<file path="src/rtl/lvl_irq_pkg.sv">
package lvl_irq_pkg;
  typedef enum logic [1:0] {
    MOP_NONE = 2'd0,
    MOP_SET  = 2'd1,
    MOP_CLR  = 2'd2
  } mask_op_e;
endpackage

</file>
<file path="src/rtl/lvl_irq_evt_dec.sv">
module lvl_irq_evt_dec #(
  parameter int unsigned NUM_Q = 64,
  parameter int unsigned QID_W = $clog2(NUM_Q)
) (
  input  logic             vec_mode_i,
  input  logic             post_valid_i,
  input  logic [QID_W-1:0] post_qid_i,
  input  logic             post_ien_i,
  input  logic             db_valid_i,
  input  logic [QID_W-1:0] db_qid_i,
  input  logic             db_ien_i,
  input  logic             db_empty_i,
  output logic [NUM_Q-1:0] set_vec_o,
  output logic [NUM_Q-1:0] clr_vec_o
);
  logic post_go, db_go;
  assign post_go = post_valid_i & post_ien_i & ~vec_mode_i;
  assign db_go   = db_valid_i & db_ien_i & db_empty_i & ~vec_mode_i;

  for (genvar i = 0; i < NUM_Q; i++) begin : g_q
    assign set_vec_o[i] = post_go & (post_qid_i == QID_W'(i));
    assign clr_vec_o[i] = db_go & (db_qid_i == QID_W'(i));
  end

  always_comb begin
    assert ($onehot0(set_vec_o) && $onehot0(clr_vec_o))
      else $error("assert_onehot_events_R2");
  end
endmodule

</file>
<file path="src/rtl/lvl_irq_pend.sv">
module lvl_irq_pend #(
  parameter int unsigned NUM_Q = 64
) (
  input  logic             clk,
  input  logic             rst,
  input  logic [NUM_Q-1:0] set_vec_i,
  input  logic [NUM_Q-1:0] clr_vec_i,
  output logic [NUM_Q-1:0] pend_q_o,
  output logic [NUM_Q-1:0] pend_nxt_o
);
  logic [NUM_Q-1:0] pend_q;

  for (genvar i = 0; i < NUM_Q; i++) begin : g_bit
    // raise has priority over drop on the same queue
    assign pend_nxt_o[i] = set_vec_i[i] | (pend_q[i] & ~clr_vec_i[i]);
    always_ff @(posedge clk) begin
      if (rst) pend_q[i] <= 1'b0;
      else     pend_q[i] <= pend_nxt_o[i];
    end
  end
  assign pend_q_o = pend_q;

  assert_set_wins_R10: assert property (@(posedge clk) disable iff (rst)
    (set_vec_i != '0) |=> ((pend_q & $past(set_vec_i)) == $past(set_vec_i)));
  assert_drop_R4: assert property (@(posedge clk) disable iff (rst)
    ((clr_vec_i & ~set_vec_i) != '0) |=> ((pend_q & $past(clr_vec_i & ~set_vec_i)) == '0));
endmodule

</file>
<file path="src/rtl/lvl_irq_mask.sv">
module lvl_irq_mask
  import lvl_irq_pkg::*;
#(
  parameter int unsigned REG_W   = 32,
  parameter int unsigned ADDR_W  = 8,
  parameter logic [7:0]  SET_OFF = 8'h0C,
  parameter logic [7:0]  CLR_OFF = 8'h10
) (
  input  logic              clk,
  input  logic              rst,
  input  logic              wr_i,
  input  logic [ADDR_W-1:0] addr_i,
  input  logic [REG_W-1:0]  wdata_i,
  output logic [REG_W-1:0]  mask_q_o,
  output logic [REG_W-1:0]  mask_nxt_o
);
  mask_op_e op;
  logic [REG_W-1:0] mask_q;

  always_comb begin
    op = MOP_NONE;
    if (wr_i && addr_i == ADDR_W'(SET_OFF)) op = MOP_SET;
    else if (wr_i && addr_i == ADDR_W'(CLR_OFF)) op = MOP_CLR;
  end

  always_comb begin
    unique case (op)
      MOP_SET: mask_nxt_o = mask_q | wdata_i;
      MOP_CLR: mask_nxt_o = mask_q & ~wdata_i;
      default: mask_nxt_o = mask_q;
    endcase
  end

  always_ff @(posedge clk) begin
    if (rst) mask_q <= '0;
    else     mask_q <= mask_nxt_o;
  end
  assign mask_q_o = mask_q;

  assert_mask_set_R7: assert property (@(posedge clk) disable iff (rst)
    (op == MOP_SET) |=> ((mask_q & $past(wdata_i)) == $past(wdata_i)));
  assert_mask_clr_R8: assert property (@(posedge clk) disable iff (rst)
    (op == MOP_CLR) |=> ((mask_q & $past(wdata_i)) == '0));
  assert_other_offset_R11: assert property (@(posedge clk) disable iff (rst)
    (op == MOP_NONE) |=> (mask_q == $past(mask_q)));
endmodule

</file>
<file path="src/rtl/lvl_irq_pin.sv">
module lvl_irq_pin #(
  parameter int unsigned NUM_Q = 64,
  parameter int unsigned REG_W = 32
) (
  input  logic             clk,
  input  logic             rst,
  input  logic             vec_mode_i,
  input  logic [NUM_Q-1:0] pend_i,
  input  logic [REG_W-1:0] mask_i,
  output logic             irq_o
);
  logic [NUM_Q-1:0] live;
  logic irq_q;

  for (genvar i = 0; i < NUM_Q; i++) begin : g_live
    if (i < REG_W) begin : g_maskable
      assign live[i] = pend_i[i] & ~mask_i[i];
    end else begin : g_open
      assign live[i] = pend_i[i];
    end
  end

  always_ff @(posedge clk) begin
    if (rst) irq_q <= 1'b0;
    else     irq_q <= ~vec_mode_i & (|live);
  end
  assign irq_o = irq_q;

  assert_vec_quiet_R9: assert property (@(posedge clk) disable iff (rst)
    vec_mode_i |=> !irq_q);
endmodule

</file>
<file path="src/rtl/lvl_irq_agg.sv">
module lvl_irq_agg #(
  parameter int unsigned NUM_Q   = 64,
  parameter int unsigned QID_W   = $clog2(NUM_Q),
  parameter int unsigned REG_W   = 32,
  parameter int unsigned ADDR_W  = 8,
  parameter logic [7:0]  SET_OFF = 8'h0C,
  parameter logic [7:0]  CLR_OFF = 8'h10
) (
  input  logic              clk,
  input  logic              rst,
  input  logic              vec_mode_i,
  input  logic              post_valid_i,
  input  logic [QID_W-1:0]  post_qid_i,
  input  logic              post_ien_i,
  input  logic              db_valid_i,
  input  logic [QID_W-1:0]  db_qid_i,
  input  logic              db_ien_i,
  input  logic              db_empty_i,
  input  logic              reg_wr_i,
  input  logic [ADDR_W-1:0] reg_addr_i,
  input  logic [REG_W-1:0]  reg_wdata_i,
  output logic [REG_W-1:0]  mask_o,
  output logic              irq_o
);
  logic [NUM_Q-1:0] set_vec, clr_vec, pend_q, pend_nxt, mask_ext;
  logic [REG_W-1:0] mask_nxt;

  lvl_irq_evt_dec #(.NUM_Q(NUM_Q), .QID_W(QID_W)) u_dec (
    .vec_mode_i(vec_mode_i), .post_valid_i(post_valid_i), .post_qid_i(post_qid_i),
    .post_ien_i(post_ien_i), .db_valid_i(db_valid_i), .db_qid_i(db_qid_i),
    .db_ien_i(db_ien_i), .db_empty_i(db_empty_i),
    .set_vec_o(set_vec), .clr_vec_o(clr_vec));

  lvl_irq_pend #(.NUM_Q(NUM_Q)) u_pend (
    .clk(clk), .rst(rst), .set_vec_i(set_vec), .clr_vec_i(clr_vec),
    .pend_q_o(pend_q), .pend_nxt_o(pend_nxt));

  lvl_irq_mask #(.REG_W(REG_W), .ADDR_W(ADDR_W), .SET_OFF(SET_OFF), .CLR_OFF(CLR_OFF)) u_mask (
    .clk(clk), .rst(rst), .wr_i(reg_wr_i), .addr_i(reg_addr_i), .wdata_i(reg_wdata_i),
    .mask_q_o(mask_o), .mask_nxt_o(mask_nxt));

  lvl_irq_pin #(.NUM_Q(NUM_Q), .REG_W(REG_W)) u_pin (
    .clk(clk), .rst(rst), .vec_mode_i(vec_mode_i), .pend_i(pend_nxt),
    .mask_i(mask_nxt), .irq_o(irq_o));

  for (genvar i = 0; i < NUM_Q; i++) begin : g_mext
    if (i < REG_W) begin : g_m
      assign mask_ext[i] = mask_o[i];
    end else begin : g_z
      assign mask_ext[i] = 1'b0;
    end
  end

  assert_line_has_cause_R6: assert property (@(posedge clk) disable iff (rst)
    irq_o |-> ((pend_q & ~mask_ext) != '0));
  assert_vec_freeze_R9: assert property (@(posedge clk) disable iff (rst)
    vec_mode_i |=> (pend_q == $past(pend_q)));
  assert_no_ien_R3: assert property (@(posedge clk) disable iff (rst)
    (!post_valid_i || !post_ien_i) && !(db_valid_i && db_ien_i && db_empty_i)
      |=> (pend_q == $past(pend_q)));
endmodule

</file>
<file path="config.mk">
export PLATFORM = sky130hd
export DESIGN_NAME = lvl_irq_agg
export DESIGN_NICKNAME = d
export VERILOG_FILES = /design/src/rtl/lvl_irq_pkg.sv /design/src/rtl/lvl_irq_evt_dec.sv /design/src/rtl/lvl_irq_pend.sv /design/src/rtl/lvl_irq_mask.sv /design/src/rtl/lvl_irq_pin.sv /design/src/rtl/lvl_irq_agg.sv
export SDC_FILE = /design/constraint.sdc
export NUM_CORES = 1
export LEC_CHECK = 0
export BUFFER_PORTS_ARGS = -buffer_cell sky130_fd_sc_hd__clkbuf_2
export CAP_MARGIN = 20
export CELL_PAD_IN_SITES_DETAIL_PLACEMENT = 1
export CELL_PAD_IN_SITES_GLOBAL_PLACEMENT = 2
export CORE_ASPECT_RATIO = 0.8
export CORE_MARGIN = 4
export CORE_UTILIZATION = 33
export DETAILED_ROUTE_END_ITERATION = 8
export PLACE_DENSITY = 0.8
export SYNTH_ARGS = -nofsm -noshare
export SYNTH_HDL_FRONTEND = slang
export SYNTH_SLANG_ARGS = --single-unit
</file>
<file path="constraint.sdc">
create_clock -name clk -period 2.35 [get_ports clk]
set_clock_uncertainty 0.2 [all_clocks]
set_input_delay 0.1175 -clock clk [delete_from_list [all_inputs] [get_ports clk]]
set_output_delay 0.1175 -clock clk [all_outputs]
set_load 0.05 [all_outputs]
</file>
---- After elaboration in Yosys (flattened, before gate mapping) ----
Cells that the tools add are included.
Widths: inputs -> output; s select.
word-level totals
  bits of input ports ..................... 61
  flip-flop bits (word level) ............. 97
  word-level logic and storage cells ...... 598
  output and inout bits ................... 33
cells by class
  reduce and logical (&&, ||, !) cells .... 5
  equal/unequal tests ..................... 130
  mux-type cells .......................... 3
  bitwise logic cells ..................... 394
operators by type and width
  cell                count
  $eq 6x6->1 const B  64
  $and 1x1->1         230
  $eq 6x5->1 const B  32
  $not 1->1           97
  $eq 6x4->1 const B  16
  $or 1x1->1          64
  $pmux 32 s2         1
  $reduce_or 64->1    1
  $eq 6x3->1 const B  8
  $and 32x32->32      1
  $not 32->32         1
  $or 32x32->32       1
  $eq 6x2->1 const B  4
  $eq 6x1->1 const B  2
  $logic_not 6->1     2
  $eq 8x4->1 const B  1
  $eq 8x5->1 const B  1
  $mux 2              2
  $eq 2x1->1 const B  1
  $eq 2x2->1 const B  1
  $logic_and 1x1->1   2

---- Longest topological paths before layout ----
  word-level depth ........................ 10
  gate-level depth with buffers ........... 9
  depth with buffers taken out ............ 7

---- By module ----
A second synthesis with hierarchy kept.
unflattened totals
  cell total of the unflattened synthesis .. 815
  area, all modules ....................... 6,498.7 µm²
modules (own cells, without submodules)
  module           cells each  seq. area each (µm²)  instances  area an instance (µm²)
  lvl_irq_pend     327         1,281.2               1          2,876.5
  lvl_irq_mask     227         640.6                 1          2,070.7
  lvl_irq_evt_dec  204         0.0                   1          1,148.6
  lvl_irq_pin      57          20.0                  1          402.9

---- Least setup slack after synthesis ----
No wires, ideal clock.
  path type ............................... in2reg
  start point ............................. input port db_qid_i[3]
  end point ............................... register u_pin.irq_q, in the netlist u_pin.irq_o
  library setup time ...................... 0.134 ns
  stages .................................. 8
  arrival time ............................ 1.839 ns
  buffers on the path ..................... 1
  data required time ...................... 2.016 ns
  slack ................................... 0.177 ns
  cell sequence ........................... buf_6 > or4b_4 > o31ai_2 > o21ai_1 > and2_0 > a2111o_1 > nor4_2 > a311oi_1
between the ends
  longest elaborated chain between the ends .. 8
  elaborated cells on any way between the ends .. 354
  those cells by class .................... eq/ne (63); bitwise (289); reduce/logical (2)
RTL lines
  element                             RTL line               text
  from (decl)                         lvl_irq_agg.sv:16      input logic [QID_W-1:0] db_qid_i,
  $eq 6x1->1 (tied with other cells)  lvl_irq_evt_dec.sv:22  assign clr_vec_o[i] = db_go & (db_qid_i == QID_W'(i));
  $and 1x1->1                         lvl_irq_evt_dec.sv:22
  $not 1->1                           lvl_irq_pend.sv:15     assign pend_nxt_o[i] = set_vec_i[i] | (pend_q[i] & ~clr_vec_i[i]);
  $and 1x1->1                         lvl_irq_pend.sv:15
  $or 1x1->1                          lvl_irq_pend.sv:15
  $and 1x1->1                         lvl_irq_pin.sv:17      assign live[i] = pend_i[i] & ~mask_i[i];
  $reduce_or 64->1 *                  lvl_irq_pin.sv:25      else irq_q <= ~vec_mode_i & (|live);
  $and 1x1->1 *                       lvl_irq_pin.sv:25
  to (signal assigned)                lvl_irq_pin.sv:25
  to (decl)                           lvl_irq_pin.sv:13      logic irq_q;
Every way passes the cells marked *; elsewhere a longest branch is shown, timed or not.
A chain may end at the register's enable or synchronous reset.

---- Worst setup path after layout ----
  start point ............................. input port db_qid_i[1]
  end point ............................... register u_pin.irq_q, in the netlist u_pin.irq_o
Same word-level chain as after synthesis.

==> results.py <==
metrics = {
    "run_status": {
        "status": "finished, final reports clean",
    },
    "worst_hold_path": {
        "holdCritPathClass": "in2reg",
        "hold_path_depth": 3,
        "hold_start": "rst",
        "holdPathEnd": "u_mask.mask_q_o[19]",
    },
    "die": {
        "die_y_um": 115,
        "core_area_um2": 13800,
        "die_w_um": 142,
        "dieArea_um2": 16400,
        "num_rows": 38,
        "start_util_pct": 34.3,
        "ios": 94,
    },
    "detailed_routing": {
        "via_per_inst": 5.70,
        "drc_errors": 0,
        "drt.antenna.violating_nets": 0,
        "firstDrtPassIters": 5,
        "vias": 5322,
        "drt-initial-drc-count": 382,
        "drt-wirelength-per-cell_um": 21.6,
        "routed_wl_um": 20200,
    },
    "sta": {
        "setup_ws_ns": 0.0154,
        "maxSlewViolCount": 0,
        "final.min_clock_period_ns": 2.33,
        "worstMarginPinSlew_ns": 0.469,
        "max_freq_ghz": 0.428,
        "slew_headroom_pct": 68.7,
        "setup_viol": 0,
        "hold_viol_final": 0,
        "fin_crit_sh_pct": 99.3,
    },
    "setup_path": {
        "crit_type": "in2reg",
        "startpoint": "db_qid_i[1]",
        "end_kind": "register",
        "critPathMaxStageDelay_ns": 0.56,
        "reg2regPathDepth": 6,
        "required_ns": 2.37,
        "r2r_end": "u_pin.irq_o",
        "path_max_fanout": 12,
        "crit_top_cell": "buf_4",
        "timing.rr.start": "u_pend.pend_q_o[55]",
        "rrSetupSlack_ns": 0.43,
        "start_kind": "input port",
        "cp_cell_sequence": "clkbuf_4 -> or4_4 -> buf_4 -> o31ai_1 -> o21ai_1 -> nor4_2 -> buf_4 -> and4_4 -> and3_1 -> a311oi_1",
        "crit_path_top_delay_cell": "or4_4",
        "crit_arrival_ns": 2.36,
    },
    "yosys": {
        "ys_top_cells_by_count": "97 x dfxtp_1, 60 x nor2_1, 46 x nor2b_1, 43 x o31ai_1, 39 x o21ai_0",
        "synth.cell_area_um2": 4740,
        "post_synth_main_area_contributors": "dfxtp_1 41%, o31ai_1 6.8%, nor2b_1 6.1%",
        "ys_warn_count": 0,
        "synthCells": 553,
        "synth_seq_area_share_pct": 40.9,
        "synth_most_common_cell": "dfxtp_1",
        "synth.distinct_cells": 59,
        "synth-edff-count": 0,
        "async_flop_share_pct": 0,
        "synth_ff_type": "dfxtp_1",
        "syn_avg_cell_area_um2": 8.58,
        "ys_ff_latch": 97,
        "post-synth-top-area-fraction_pct": 40.9,
        "syn_nets": 614,
        "yosysTopAreaCell": "dfxtp_1",
    },
    "grt": {
        "grt_pass1_vias": 5675,
        "grt_antenna_before_repair": 0,
        "global_route.usage.total_pct": 25.2,
        "grt_first_pass_wirelength_um": 31900,
        "grt_busiest_layer": "met2",
        "use_met1_pct": 34.0,
        "grt_max_degree": 98,
        "grtUsageMet2_pct": 41.5,
        "grt_use_met3_pct": 5.07,
        "grt_remaining_overflow": 0,
    },
    "power": {
        "peakVddDrop_mv": 0.435,
        "p_leak_nw": 2.66,
        "p_sw_share_pct": 25.8,
        "pwr-share-seq_pct": 45.4,
        "cellPowerDensity_nw_per_um2": 527,
        "clock_power_share_pct": 43.1,
        "p_int_w": 0.00269,
        "p_sw_w": 0.000935,
        "power.share.combinational_pct": 11.5,
    },
    "layout": {
        "fin_util_pct": 49.7,
        "nets": 811,
        "diodes": 0,
        "fin_area_um2": 6880,
        "drive_above_1_share_pct": 32.0,
        "area_delta_synth_final_pct": 45.0,
    },
    "clocking": {
        "cts-root-buf": "clkbuf_16",
        "cts_buffers": 9,
        "ctsHtreeMaxLevel": 3,
        "clock_path_buffers": 2,
        "clk_pin_slew_ns": 0.07,
        "cts_tree": "yes",
        "clock-sinks": 97,
        "clk_latency_ns": 0.36,
    },
    "place": {
        "gp_congestion": 0.992,
        "dp_slack_ns": -0.467,
        "post-dp-hpwl_um": 14800,
        "place_area_um2": 6070,
        "portBuffers": 93,
    },
    "run": {
        "maxCapViolations": 0,
    },
}
==> through the flow <==
| stage | power (W) | instances | setup TNS (ns) | hold WS (ns) |
|---|---|---|---|---|
| 2_1_floorplan | 0.00182 | 553 | 0 | -0.0104 |
| 5_1_grt | 0.00376 | 934 | -0.0316 | 0.113 |
| 4_1_cts | 0.00363 | 928 | 0 | 0.0782 |
| 3_3_place_gp | 0.00202 | 880 | -0.380 | 0.186 |
| 6_report | 0.00363 | 934 | 0 | 0.0587 |
| 3_5_place_dp | 0.00203 | 880 | -0.467 | 0.212 |
==> worst max-delay path by stage <==
stage                  end  slack, ns  cells past startpoint
2_1_floorplan  u_pin.irq_o       0.18                      8
3_3_place_gp   u_pin.irq_o      -0.38                     10
3_5_place_dp   u_pin.irq_o      -0.47                      9
4_1_cts        u_pin.irq_o      0.003                      9
5_1_grt        u_pin.irq_o      -0.03                     10
6_report       u_pin.irq_o       0.02                     10
==> cells in the final DEF, fill, tap and decap left out, types with 3 or more instances in the layout <==
cell type | synthesis | routed
clkbuf_2 | 1 | 89
o31a_1 | 11 | 11
a22o_1 | 4 | 4
inv_1 | 8 | 8
o21ai_0 | 39 | 28
dlygate4sd3_1 | 0 | 33
a21oi_1 | 15 | 15
nor4_1 | 6 | 4
a41oi_1 | 7 | 7
nor2_1 | 60 | 60
clkbuf_16 | 0 | 9
and3_1 | 3 | 3
nor2b_1 | 46 | 46
nand2b_1 | 10 | 10
buf_4 | 1 | 99
nand4b_1 | 6 | 6
nand4_1 | 7 | 7
a221o_1 | 3 | 3
dfxtp_1 | 97 | 97
nand2_1 | 32 | 32
and3b_1 | 3 | 3
nor3_1 | 3 | 3
buf_6 | 1 | 3
nand3_1 | 8 | 8
o41ai_2 | 2 | 3
o21ai_1 | 4 | 15
or4b_4 | 2 | 4
a22oi_1 | 26 | 26
a221oi_1 | 10 | 10
o21a_1 | 4 | 4
buf_12 | 0 | 5
clkbuf_4 | 0 | 3
o31ai_1 | 43 | 34
nand4bb_1 | 8 | 7
o41ai_1 | 6 | 5
o31ai_2 | 1 | 9
==> metal layers <==
| metal | vias to the layer above | routed length [um] |
|---|---|---|
| met5 | - | 0 |
| met2 | 208 | 9420 |
| met4 | 0 | 400 |
| met1 | 2603 | 9000 |
| li1 | 2482 | - |
| met3 | 29 | 1360 |
==> power by group through the flow <==
stage / sequential [W] / clock (W) / combinational, W
floorplan: 0.00169 / 0 / 0.000131
global placement: 0.00169 / 0 / 0.000337
detailed placement: 0.00169 / 0 / 0.000347
CTS: 0.00165 / 0.00159 / 0.000392
global route: 0.00165 / 0.00166 / 0.000445
finish: 0.00165 / 0.00156 / 0.000416
==> area by class of cell <==
type	instances	area [um^2]
Multi-Input combinational cell	401	2700
Clock buffer	10	239
Clock inverter	5	63.8
Sequential cell	97	1940
Fill cell	1632	6960
Timing Repair Buffer	233	1680
Tap cell	180	225
Inverter	8	30.0
==> sequential cells by signal (all words and copies together), names as in the netlist <==
name and cells:
u_pend.pend_q_o 64, u_pin.irq_o 1, u_mask.mask_q_o 32
==> logic make-up (layout without fill, tap and decap cells) <==
logic type | count (synthesis) | after routing | share of synthesized area (%)
AOI/OAI and AO/OA | 189 | 189 | 28.9
buffers and inverters | 55 | 256 | 4.77
DFF | 97 | 97 | 40.9
and+or+nand+nor | 212 | 212 | 25.4
==> timing repair <==
| action | in CTS | in global routing |
|---|---|---|
| buffers inserted | 0 | 6 |
| endpoints found under the hold margin | 33 | 0 |
| gates cloned | 0 | 0 |
| pin swaps | 3 | 16 |
| gates resized for setup | 2 | 40 |
| hold buffers | 33 | 0 |
| setup endpoints to repair | 1 | 1 |
==> critical path: cells and delay by family <==
family / cells / cell delay [ns]
buffers and inverters: 3 / 0.52
and+or+nand+nor: 4 / 1.30
AOI/OAI and AO/OA: 3 / 0.43
Power figures use the tool's default switching activity.
